### src/rtl/cart_bank_ctrl.sv
module cart_bank_ctrl #(
  parameter int ROM_BANKS = 64,
  parameter int RAM_BYTES = 32768
) (
  input  logic                                   clk,
  input  logic                                   rst_n,
  input  logic [15:0]                            cpu_addr,
  input  logic [7:0]                             cpu_wdata,
  input  logic                                   cpu_wr,
  output logic [7:0]                             cpu_rdata,
  output logic [$clog2(ROM_BANKS)+13:0]          rom_addr,
  input  logic [7:0]                             rom_rdata,
  output logic [((RAM_BYTES>0)?$clog2(RAM_BYTES):1)-1:0] ram_addr,
  output logic                                   ram_we,
  input  logic [7:0]                             ram_rdata
);
  localparam int  ROM_AW  = $clog2(ROM_BANKS) + 14;
  localparam bit  HAS_RAM = (RAM_BYTES > 0);
  localparam int  RAM_AW  = HAS_RAM ? $clog2(RAM_BYTES) : 1;

  logic [6:0] rom_bank;
  logic [1:0] ram_bank;
  logic       ram_en;
  logic       clk_sel;

  wire ctl_wr   = cpu_wr && !cpu_addr[15];
  wire [6:0] bank_in = cpu_wdata[6:0];
  wire in_rom   = !cpu_addr[15];
  wire in_ram   = (cpu_addr[15:13] == 3'b101);
  wire ram_live = HAS_RAM && ram_en && !clk_sel;

  always_ff @(posedge clk or negedge rst_n) begin
    if (!rst_n) begin
      rom_bank <= 7'd1;
      ram_bank <= 2'd0;
      ram_en   <= 1'b0;
      clk_sel  <= 1'b0;
    end else if (ctl_wr) begin
      case (cpu_addr[14:13])
        2'b00: ram_en <= (cpu_wdata[3:0] == 4'hA);
        2'b01: rom_bank <= (bank_in == 7'd0) ? 7'd1 : bank_in;
        2'b10: begin
          if (cpu_wdata <= 8'h03) begin
            ram_bank <= cpu_wdata[1:0];
            clk_sel  <= 1'b0;
          end else if (cpu_wdata >= 8'h08 && cpu_wdata <= 8'h0C) begin
            clk_sel  <= 1'b1;
          end
        end
        default: ;
      endcase
    end
  end

  logic [20:0] rom_full;
  logic [14:0] ram_full;
  assign rom_full = cpu_addr[14] ? {rom_bank, cpu_addr[13:0]} : {7'd0, cpu_addr[13:0]};
  assign ram_full = {ram_bank, cpu_addr[12:0]};
  assign rom_addr = rom_full[ROM_AW-1:0];
  assign ram_addr = ram_full[RAM_AW-1:0];
  assign ram_we   = cpu_wr && in_ram && ram_live;

  always_comb begin
    if (in_rom)                  cpu_rdata = rom_rdata;
    else if (in_ram && ram_live) cpu_rdata = ram_rdata;
    else                         cpu_rdata = 8'hFF;
  end


  low_window_flat_chk: assert property (@(posedge clk) disable iff (!rst_n)
    (cpu_addr[15:14] == 2'b00) |-> (rom_addr == ROM_AW'(cpu_addr[13:0])));


  zero_bank_is_one_chk: assert property (@(posedge clk) disable iff (!rst_n)
    (cpu_wr && cpu_addr[15:13] == 3'b001 && cpu_wdata[6:0] == 7'd0) |=> (rom_bank == 7'd1));


  enable_clear_chk: assert property (@(posedge clk) disable iff (!rst_n)
    (cpu_wr && cpu_addr[15:13] == 3'b000 && cpu_wdata[3:0] != 4'hA) |=> !ram_en);


  bad_select_ignored_chk: assert property (@(posedge clk) disable iff (!rst_n)
    (cpu_wr && cpu_addr[15:13] == 3'b010 && cpu_wdata > 8'h03 &&
     !(cpu_wdata >= 8'h08 && cpu_wdata <= 8'h0C)) |=> ($stable(ram_bank) && $stable(clk_sel)));


  latch_window_inert_chk: assert property (@(posedge clk) disable iff (!rst_n)
    (cpu_wr && cpu_addr[15:13] == 3'b011) |=>
      ($stable(rom_bank) && $stable(ram_bank) && $stable(ram_en) && $stable(clk_sel)));


  no_write_when_off_chk: assert property (@(posedge clk) disable iff (!rst_n)
    (!ram_en || clk_sel) |-> !ram_we);
endmodule

### config.mk
export PLATFORM = sky130hd
export DESIGN_NAME = cart_bank_ctrl
export DESIGN_NICKNAME = d
export VERILOG_FILES = /design/src/rtl/cart_bank_ctrl.sv
export SDC_FILE = /design/constraint.sdc
export NUM_CORES = 1
export LEC_CHECK = 0
export ABC_CLOCK_PERIOD_IN_PS = 1250
export CAP_MARGIN = 20
export CORE_MARGIN = 4
export CORE_UTILIZATION = 26
export CTS_CLUSTER_SIZE = 12
export DETAILED_ROUTE_END_ITERATION = 6
export GPL_TIMING_DRIVEN = 1
export HOLD_SLACK_MARGIN = 0.08
export PLACE_DENSITY = 0.77
export SLEW_MARGIN = 40
export SYNTH_ARGS = -nofsm -noshare
export SYNTH_HDL_FRONTEND = slang
export SYNTH_SLANG_ARGS = --single-unit
### constraint.sdc
create_clock -name clk -period 1.25 [get_ports clk]
set_input_delay 0.375 -clock clk [delete_from_list [all_inputs] [get_ports clk]]
set_output_delay 0.375 -clock clk [all_outputs]
set_load 0.01 [all_outputs]
==> reports/qor.yml, run 1 <==
status: "finished with violations"
violations: "negative setup slack"
cts_root_buffer: "clkbuf_4"
pwr-share-comb: 0.388
worst_slack_ns: -0.5850
synthSimpleGateAreaFrac: 0.1910
io_buffers: 47
cts_tree: "built"
pwr-share-seq: 0.354
critical_path_class: "register to output port"
grt_overflow_total: 0
grt_usage: 0.1254
postCtsHoldBufs: 0
maxCapViolCount: 0
syn_to_final_growth_pct: 63.76
irDropWorstVdd_mv: 0.6427
synth_top_family_by_area: "buffers and inverters"
core_sq_mm: 0.003053
rows: 20
cts.clk_slew.worst_paths_ns: 0.07
cts.htree.levels: 1
grt_pass1_vias: 832
finalCritPeriodShare: 1.468
synth_seq_cells: 10
worstPathArrival_ns: 1.46
drc: 0
syn-cell-area_sq_um: 832.0
cts_buffer_depth: 2
power_density_mw_per_mm2: 832.1
final_cell_mix: "buf_4 (29), clkdlybuf4s50_1 (19), buf_2 (17)"
internal_power_uw: 845.7
antenna_found_initial: 0
dp_hpwl_microns: 2024
ant_nets: 0
drtIter0Drc: 27
die_area_sq_mm: 0.004169
final_nets: 179
postSynth.asyncResetShare: 1.000
finalHoldViolations: 0
routed.top_layer: "met4"
ioPinCount: 87
dp_slack_ns: -1.047
cp_data_required_time_ns: 0.88
num_antenna_cells: 0
hold_path.class: "input pin to asynchronous set/reset pin"
seq_area_frac_synth: 0.3023
ys_warn_count: 0
dr_wl_met2_microns: 1323
drv_slew: 0
synthFlopType: "dfrtp_1"
fmax_ghz: 0.5450
avgSynthCellArea_sq_um: 10.27
cp_max_fo: 5
wl_met1_microns: 1080
grt_pass1_wl_microns: 4057
synth_edf_count: 0
routedWlPerCell_microns: 14.74
p_leak_uw: 0.0006657
cts.sinks: 10
post-route-util: 0.4463
drive_gt1_frac: 0.5259
setup_violations: 17
synth_xor_xnor_area_share: 0
whs_ns: 0.4000
wl_microns: 2639
fin_crit_ns: 1.835
first_pass_iters: 4
via_count: 765
syn-instance-count: 81
synth_mux_area_frac: 0.1173
synth_compound_area_frac: 0.1248
skew_ns: 0
max_slew_margin: 0.8008
crit_path_top_delay_cell: "dfrtp_1"
syn_nets: 124
start_util: 0.2725
path_cells: "and4bb_1 -> nand2_2 -> buf_4 -> o22a_1 -> buf_6"
via_per_inst: 4.274
yosys.area_share.adder: 0
tightest_slew_ns: 0.2965
die_y_microns: 64.57
end_kind: "output port"
clkLatencyLatePin_ns: 0.27
cp-start-kind: "register"
ys_types: 24
numCtsBuffers: 3
sw_frac_of_total: 0.2541
rsz0062_at_grt: "yes"
die_x_microns: 64.57
met3WireLength_microns: 175
gp_congestion: 0.8301
grt_max_degree: 11
slowest_delay_ns: 0.38
final_common_cell: "buf_4"
total_power_uw: 1134
power.switching_uw: 288.1
p_clk_frac: 0.258
final cells by class:
class	count	area, sq um
Timing Repair Buffer	79	636.9
Tap cell	44	55.05
Sequential cell	10	251.5
Multi-Input combinational cell	40	375.4
Clock buffer	4	36.28
Fill cell	315	1690
Inverter	2	7.507
worst max-delay path: cells and delay by family, from the launching register on:
family | cells | cell delay (ns)
buffers and inverters | 2 | 0.28
DFF | 1 | 0.38
and+or+nand+nor | 2 | 0.38
AOI/OAI and AO/OA | 1 | 0.17
registers in the layout, indices dropped and copies added (netlist names):
register	count
rom_bank	6
ram_bank	2
clk_sel	1
ram_en	1
Yosys cell counts (2+ instances only):
cell / count / share of area
mux2_4: 5 / 0.090
nand2_1: 2 / 0.0090
o22a_1: 8 / 0.084
and2_1: 6 / 0.045
inv_1: 2 / 0.0090
dfrtp_1: 9 / 0.27
nor2_1: 2 / 0.0090
buf_2: 2 / 0.012
buf_4: 27 / 0.24
mux2_1: 2 / 0.027
and4bb_1: 3 / 0.045
logic make-up after synthesis:
group | after synthesis
AO/OA/AOI/OAI | 13
buffers and inverters | 31
flip-flops | 10
multiplexers | 7
AND/OR/NAND/NOR | 20
power by group through the flow:
stage | clock network, uW | registers [uW] | logic, uW
after floorplan | 0 | 400 | 231
after global placement | 0 | 406 | 421
after detailed placement | 0 | 406 | 432
after CTS | 300 | 400 | 401
after global routing | 325 | 407 | 473
final | 292 | 402 | 440
per-stage QoR:
stage	std cells	TNS [ns]	area, sq um
after floorplan	81	-0.5013	834.6
after global placement	163	-21.03	1297
after detailed placement	163	-21.72	1297
after CTS	176	-5.357	1331
after global routing	179	-6.560	1363
final	179	-5.303	1363
final timing paths:
kind | from | endpoint | slack [ns] | cells past startpoint
min in group clk | cpu_wdata[4] | rom_bank[4]$_DFFE_PN0P_ | 0.50 | 3
max in group asynchronous | rst_n | rom_bank[0]$_DFFE_PN1P_ | 0.63 | 2
max reg2reg | rom_bank[3]$_DFFE_PN0P_ | rom_bank[3]$_DFFE_PN0P_ | 0.24 | 3
max | clk_sel$_DFFE_PN0P_ | cpu_rdata[3] | -0.59 | 5
min | rst_n | clk_sel$_DFFE_PN0P_ | 0.40 | 2
min reg2reg | ram_en$_DFFE_PN0P_ | ram_en$_DFFE_PN0P_ | 0.50 | 2
repair_timing:
action | CTS | global route
setup endpoints to repair | 28 | 23
buffers inserted | 9 | 4
cloned | 0 | 0
pin swaps | 9 | 8
resized for setup | 104 | 5
endpoints found under the hold margin | 0 | 0
layer usage:
layer	up-vias	GRT usage
li1	369	-
met1	355	0.1531
met2	29	0.1997
met3	12	0.05026
met4	0	0.04222
met5	-	0
(Power assumes the default switching activity.)
==> run 2: changes to the inputs <==
--- a/config.mk
+++ b/config.mk
@@ -5,15 +5,16 @@
 export SDC_FILE = /design/constraint.sdc
 export NUM_CORES = 1
 export LEC_CHECK = 0
+export ABC_AREA = 1
 export ABC_CLOCK_PERIOD_IN_PS = 1250
 export CAP_MARGIN = 20
 export CORE_MARGIN = 4
-export CORE_UTILIZATION = 26
+export CORE_UTILIZATION = 28
 export CTS_CLUSTER_SIZE = 12
 export DETAILED_ROUTE_END_ITERATION = 6
 export GPL_TIMING_DRIVEN = 1
 export HOLD_SLACK_MARGIN = 0.08
-export PLACE_DENSITY = 0.77
+export PLACE_DENSITY = 0.76
 export SLEW_MARGIN = 40
 export SYNTH_ARGS = -nofsm -noshare
 export SYNTH_HDL_FRONTEND = slang
==> run 2 against run 1 <==
  * Design area increased by 9.1%
  * Final cell count grew 34%
  * Highest routed layer unchanged
  * Sequential power down 1%
  * Clock skew unchanged
  * Area after synthesis rose by 17%
  * Critical endpoint is now cpu_rdata[0]
  * The flow still finishes with violations (negative setup slack)
  * First-iteration DRC count fell by 56%
  * Clock-buffer cell count is the same
  * Routed wire length down 5.2%
  * Total power shrank 7.1%
  * Synthesized cell count rose by 80%
  * Hold slack got worse by 0.0086 ns
  * Maximum frequency up 9.6%
==> reports/qor.yml, run 2 <==
reg.largest.list: "rom_bank: 6 flops, ram_bank: 2 flops"  # unchanged
top_usage_layer: "met2"  # unchanged
avgSynthCellArea_sq_um: 6.684  # was 10.27 sq um
start_util: 0.2902  # was 0.2725
wl_microns: 2503  # was 2639 microns
r2r_cells: 4  # was 3
use_met1: 0.1098  # was 0.1531
status: "finished with violations"  # unchanged
rows: 21  # was 20
drive_gt1_frac: 0.3660  # was 0.5259
syn_to_final_growth_pct: 52.31  # was 63.76%
max_slew_margin: 0.8475  # was 0.8008
die_area_sq_mm: 0.004494  # was 0.004169 sq mm
synth.area.top_cells: "dfrtp_1 (23%), buf_4 (22%), nand2_1 (14%)"  # was dfrtp_1 (27%), buf_4 (24%), mux2_4 (9.0%)
synth_mux_area_frac: 0  # was 0.1173
finalHoldViolations: 0  # unchanged
num_antenna_cells: 0  # unchanged
synth.largest_area_cell: "dfrtp_1"  # unchanged
skew_ns: 0  # unchanged
p_clk_frac: 0.222  # was 0.258
rsz0062_at_grt: "yes"  # unchanged
power.switching_uw: 314.4  # was 288.1 uW
largest_register: "rom_bank"  # unchanged
numCtsBuffers: 3  # unchanged
finalCritPeriodShare: 1.339  # was 1.468
end_kind: "output port"  # unchanged
pwr-share-comb: 0.400  # was 0.388
io_buffers: 47  # unchanged
hold_path.class: "input pin to asynchronous set/reset pin"  # unchanged
synth_most_common_cell: "nand2_1"  # was buf_4
gp_congestion: 0.8604  # was 0.8301
cts_buffer_depth: 2  # unchanged
maxCapViolCount: 0  # unchanged
routedWlPerCell_microns: 10.43  # was 14.74 microns
synthFlopType: "dfrtp_1"  # unchanged
multi_input_area_sq_um: 455.4  # was 375.4 sq um
cp-start-kind: "input pin"  # was register
ant_nets: 0  # unchanged
syn-instance-count: 146  # was 81
sw_frac_of_total: 0.2983  # was 0.2541
final_cell_mix: "nand2_1 (33), clkdlybuf4s50_1 (24), buf_4 (20)"  # was buf_4 (29), clkdlybuf4s50_1 (19), buf_2 (17)
yosys.area_share.adder: 0  # unchanged
postSynth.asyncResetShare: 1.000  # unchanged
grt_overflow_total: 0  # unchanged
ioPinCount: 87  # unchanged
synthSimpleGateAreaFrac: 0.4000  # was 0.1910
core_sq_mm: 0.003363  # was 0.003053 sq mm
largest_reg_flops: 6  # unchanged
synth_xor_xnor_area_share: 0  # unchanged
die_x_microns: 67.04  # was 64.57 microns
worstPathArrival_ns: 1.30  # was 1.46 ns
fin_tns_setup_ns: -3.739  # was -5.303 ns
setup_violations: 10  # was 17
syn-cell-area_sq_um: 975.9  # was 832.0 sq um
synth_seq_cells: 10  # unchanged
syn_nets: 189  # was 124
grt_usage: 0.1133  # was 0.1254
fillers: 373  # was 315
synth_edf_count: 0  # unchanged
drc: 0  # unchanged
irDropWorstVdd_mv: 0.4593  # was 0.6427 mV
cts.sinks: 10  # unchanged
cts.htree.levels: 1  # unchanged
ys_types: 20  # was 24
fmax_ghz: 0.5974  # was 0.5450 GHz
ff_latch_area_sq_um: 251.5  # unchanged
final_nets: 238  # was 179
internal_power_uw: 739.3  # was 845.7 uW
use_met2: 0.2000  # was 0.1997
synth_compound_area_frac: 0.03077  # was 0.1248
finalInstanceArea_sq_mm: 0.001486  # was 0.001363 sq mm
seq_area_frac_synth: 0.2577  # was 0.3023
final_common_cell: "nand2_1"  # was buf_4
die_y_microns: 67.04  # was 64.57 microns
worst_slack_ns: -0.4240  # was -0.5850 ns
power_density_mw_per_mm2: 708.9  # was 832.1 mW/mm^2
drv_slew: 0  # unchanged
postCtsHoldBufs: 0  # unchanged
clkLatencyLatePin_ns: 0.26  # was 0.27 ns
via_per_inst: 4.121  # was 4.274
first_pass_iters: 4  # unchanged
cts_root_buffer: "clkbuf_4"  # unchanged
grt_pass1_vias: 967  # was 832
p_leak_uw: 0.0008037  # was 0.0006657 uW
cp_max_fo: 8  # was 5
cts_tree: "built"  # unchanged
antenna_found_initial: 0  # unchanged
yosysTopAreaCellShare: 0.2308  # was 0.2707
synth_top_family_by_area: "simple AND/OR/NAND/NOR gates"  # was buffers and inverters
cp_data_required_time_ns: 0.88  # about the same
cts.clk_slew.worst_paths_ns: 0.06  # was 0.07 ns
violations: "negative setup slack"  # unchanged
post_dp_cell_area_sq_mm: 0.001439  # was 0.001297 sq mm
grt_pass1_wl_microns: 3905  # was 4057 microns
fin_crit_ns: 1.674  # was 1.835 ns
pwr-share-seq: 0.377  # was 0.354
tightest_slew_ns: 0.2270  # was 0.2965 ns
via_count: 989  # was 765
drtIter0Drc: 12  # was 27
dp_hpwl_microns: 2019  # was 2024 microns
grt_max_degree: 11  # unchanged
dp_slack_ns: -1.053  # was -1.047 ns
critical_path_class: "input pin to output port"  # was register to output port
synth_common_cells: "nand2_1 (36), buf_4 (28), inv_1 (21)"  # was buf_4 (27), dfrtp_1 (9), o22a_1 (8)
ys_warn_count: 0  # unchanged
grt_use_met3: 0.05396  # was 0.05026
[run 2: cell types whose count changed after synthesis, moves of 3 or more]
cell | previous run | this run
nand2_1 | 2 | 36
mux2_4 | 5 | 0
nand3b_1 | 0 | 8
and4bb_1 | 3 | 0
nor2_1 | 2 | 10
inv_2 | 0 | 3
o22a_1 | 8 | 0
o21ai_1 | 1 | 4
nand3_1 | 0 | 8
and2_1 | 6 | 0
or2_1 | 0 | 6
inv_1 | 2 | 21
[run 2: worst max-delay path, cell delays in order]
cell,delay (ns)
clkdlybuf4s15_1,0.21
inv_2,0.06
nor3_4,0.20
buf_6,0.15
nand3b_1,0.08
nand2_1,0.07
inv_1,0.03
buf_2,0.13
[run 2: final timing paths]
check | startpoint | end | slack [ns]
max | cpu_addr[13] | cpu_rdata[0] | -0.42
min | rst_n | rom_bank[2]$_DFFE_PN0P_ | 0.39
max reg2reg | rom_bank[5]$_DFFE_PN0P_ | rom_bank[5]$_DFFE_PN0P_ | 0.44
min reg2reg | ram_bank[1]$_DFFE_PN0P_ | ram_bank[1]$_DFFE_PN0P_ | 0.48
max in group asynchronous | rst_n | rom_bank[0]$_DFFE_PN1P_ | 0.64
min in group clk | ram_bank[1]$_DFFE_PN0P_ | ram_bank[1]$_DFFE_PN0P_ | 0.48
[run 2: timing repair]
| action | CTS | global route |
|---|---|---|
| endpoints found under the hold margin | 0 | 0 |
| buffers inserted | 4 | 2 |
| pin swaps | 7 | 6 |
| gates resized for setup | 89 | 14 |
| endpoints found under the setup margin | 28 | 19 |
[run 2: cell type report]
| cell class | count | area share |
|---|---|---|
| repair buffers | 72 | 0.4040 |
| multi-input cells | 83 | 0.3064 |
| flip-flops and latches | 10 | 0.1692 |
| inverters | 25 | 0.06397 |
| well taps | 46 | 0.03872 |
| clock buffers | 4 | 0.01768 |
[run 2: stage by stage]
| step | power (uW) | hold WS [ns] | std cells | utilization |
|---|---|---|---|---|
| global route | 1128 | 0.3976 | 240 | 0.4420 |
| global placement | 809.8 | 0.4564 | 230 | 0.4278 |
| detailed placement | 818.8 | 0.4632 | 230 | 0.4278 |
| floorplan | 639.7 | 0.07941 | 146 | - |
| CTS | 1039 | 0.3878 | 238 | 0.4252 |
| finish | 1054 | 0.3914 | 240 | 0.4420 |
[run 2: cells by family after synthesis]
group / count (synthesis)
AOI/OAI and AO/OA: 6
buffers and inverters: 53
DFF: 10
and+or+nand+nor: 77
[run 2: layer usage]
metal / wire length, microns / share of wire
met1: 967 / 0.39
met2: 1163 / 0.46
met3: 349 / 0.14
met4: 23 / 0.0092
met5: 0 / 0
[run 2: power groups by stage]
stage               Combinational (uW)  Sequential, uW  Clock [uW]
floorplan                          241             398           0
global placement                   408             402           0
detailed placement                 415             403           0
CTS                                396             397         245
global route                       465             401         262
finish                             422             397         234
==> run 3: changes to the inputs <==
--- a/config.mk
+++ b/config.mk
@@ -15,6 +15,8 @@
 export GPL_TIMING_DRIVEN = 1
 export HOLD_SLACK_MARGIN = 0.08
 export PLACE_DENSITY = 0.76
+export SETUP_SLACK_MARGIN = 0.02
+export SKIP_CTS_REPAIR_TIMING = 1
 export SLEW_MARGIN = 40
 export SYNTH_ARGS = -nofsm -noshare
 export SYNTH_HDL_FRONTEND = slang
==> run 3 against run 2 <==
  * The flow still finishes with violations (negative setup slack)
  * Critical path depth fell by 1
  * Routed wire length rose by 4.3%
  * Register-to-register slack improved by 0.05 ns
  * Clock power barely moved
  * Clock skew did not move
  * Via count rose by 2.3%
  * Sequential share of layout area fell by 0.21 points
  * Total power fell by 0.80%
  * Final cell count rose by 0.42%
  * Sequential power barely moved
==> reports/qor.yml, run 3 (same netlist as run 2, synthesis figures left out) <==
status: "finished with violations"  # unchanged
violations: "negative setup slack"  # unchanged
num_antenna_cells: 0  # unchanged
p_leak_uw: 0.0008668  # was 0.0008037 uW
drive_gt1_frac: 0.3487  # was 0.3660
io_buffers: 47  # unchanged
worst_slack_ns: -0.5579  # was -0.4240 ns
grt_usage: 0.1116  # was 0.1133
drtIter0Drc: 24  # was 12
ant_nets: 0  # unchanged
antenna_found_initial: 0  # unchanged
end_kind: "output port"  # unchanged
top_usage_layer: "met2"  # unchanged
largest_register: "rom_bank"  # unchanged
wl_microns: 2611  # was 2503 microns
cts_tree: "built"  # unchanged
final_common_cell: "nand2_1"  # unchanged
internal_power_uw: 730.4  # was 739.3 uW
setup_violations: 10  # unchanged
timing.rr.start: "rom_bank[0]$_DFFE_PN1P_"  # was rom_bank[5]$_DFFE_PN0P_
cp_data_required_time_ns: 0.88  # about the same
final_cell_mix: "nand2_1 (35), clkdlybuf4s50_1 (22), buf_4 (22)"  # was nand2_1 (33), clkdlybuf4s50_1 (24), buf_4 (20)
cts.htree.levels: 1  # unchanged
grt_pass1_vias: 951  # was 967
max_slew_margin: 0.8475  # about the same
cp_max_fo: 7  # was 8
gp_congestion: 0.8604  # unchanged
final_nets: 239  # was 238
cts.clk_slew.worst_paths_ns: 0.06  # about the same
final_cells: 241  # was 240
cts.sinks: 10  # unchanged
pwr-share-comb: 0.395  # was 0.400
core_sq_mm: 0.003363  # unchanged
syn_to_final_growth_pct: 54.23  # was 52.31%
first_pass_iters: 4  # unchanged
cts_buffer_depth: 2  # unchanged
cp-startpoint: "clk_sel$_DFFE_PN0P_"  # was cpu_addr[13]
use_met1: 0.1067  # was 0.1098
drv_slew: 0  # unchanged
reg.largest.list: "rom_bank: 6 flops, ram_bank: 2 flops"  # unchanged
grt_overflow_total: 0  # unchanged
whs_ns: 0.3909  # was 0.3914 ns
dp_hpwl_microns: 2019  # unchanged
hold_path.class: "input pin to asynchronous set/reset pin"  # unchanged
grt_use_met3: 0.05228  # was 0.05396
ioPinCount: 87  # unchanged
start_util: 0.2902  # unchanged
clkLatencyLatePin_ns: 0.27  # was 0.26 ns
placedCellCount: 230  # unchanged
finalCritPeriodShare: 1.446  # was 1.339
worstPathArrival_ns: 1.43  # was 1.30 ns
grt_pass1_wl_microns: 3843  # was 3905 microns
sw_frac_of_total: 0.3012  # was 0.2983
r2r_slack_ns: 0.49  # was 0.44 ns
irDropWorstVdd_mv: 0.4343  # was 0.4593 mV
die_y_microns: 67.04  # unchanged
cts_root_buffer: "clkbuf_4"  # unchanged
tightest_slew_ns: 0.2270  # about the same
maxCapViolCount: 0  # unchanged
die_area_sq_mm: 0.004494  # unchanged
power.switching_uw: 314.8  # was 314.4 uW
via_count: 1012  # was 989
worstReg2RegEnd: "rom_bank[0]$_DFFE_PN1P_"  # was rom_bank[5]$_DFFE_PN0P_
critical_path_class: "register to output port"  # was input pin to output port
via_per_inst: 4.199  # was 4.121
use_met2: 0.1988  # was 0.2000
post-route-util: 0.4475  # was 0.4420
numCtsBuffers: 3  # unchanged
fmax_ghz: 0.5531  # was 0.5974 GHz
rows: 21  # unchanged
finalHoldViolations: 0  # unchanged
power_density_mw_per_mm2: 694.4  # was 708.9 mW/mm^2
rsz0062_at_grt: "yes"  # unchanged
fin_crit_ns: 1.808  # was 1.674 ns
r2r_cells: 2  # was 4
skew_ns: 0  # unchanged
pwr-share-seq: 0.380  # was 0.377
largest_reg_flops: 6  # unchanged
grt_max_degree: 11  # unchanged
fin_tns_setup_ns: -4.162  # was -3.739 ns
dp_slack_ns: -1.053  # unchanged
fillers: 374  # was 373
die_x_microns: 67.04  # unchanged
routedWlPerCell_microns: 10.83  # was 10.43 microns
cp-start-kind: "register"  # was input pin
p_clk_frac: 0.225  # was 0.222
drc: 0  # unchanged
run 3: worst max-delay path: stages (launching register included):
cell	delay, ns
dfrtp_1	0.41
nor3_4	0.21
buf_6	0.15
buf_6	0.10
nand3b_1	0.06
nand2_1	0.08
inv_1	0.03
buf_2	0.13
run 3: cell type report:
type,instances,area (sq um),area share
repair buffers,73,615.6,0.4090
multi-input cells,83,460.4,0.3059
inverters,25,93.84,0.06234
clock buffers,4,26.28,0.01746
well taps,46,57.56,0.03824
flip-flops and latches,10,251.5,0.1671
run 3: how the worst max path moves through the flow:
stage | endpoint | slack [ns]
2_1_floorplan | ram_we | -0.04
4_1_cts | cpu_rdata[0] | -1.05
3_3_place_gp | cpu_rdata[6] | -1.01
5_1_grt | cpu_rdata[0] | -0.66
3_5_place_dp | cpu_rdata[0] | -1.05
6_report | cpu_rdata[0] | -0.56
run 3: power groups by stage:
stage / Combinational (uW) / Clock, uW / Sequential [uW]
2_1_floorplan: 241 / 0 / 398
3_3_place_gp: 408 / 0 / 402
3_5_place_dp: 415 / 0 / 403
4_1_cts: 417 / 245 / 397
5_1_grt: 455 / 262 / 400
6_report: 413 / 235 / 397
run 3: per-layer routing:
metal | vias up | wire length (microns)
li1 | 512 | -
met1 | 453 | 1001
met2 | 42 | 1228
met3 | 5 | 350
met4 | 0 | 30
met5 | - | 0
run 3: per-stage QoR:
stage	power (uW)	area (sq um)
detailed placement	818.8	1439
floorplan	639.7	978.4
finish	1045	1505
global route	1118	1505
global placement	809.8	1439
CTS	1060	1465
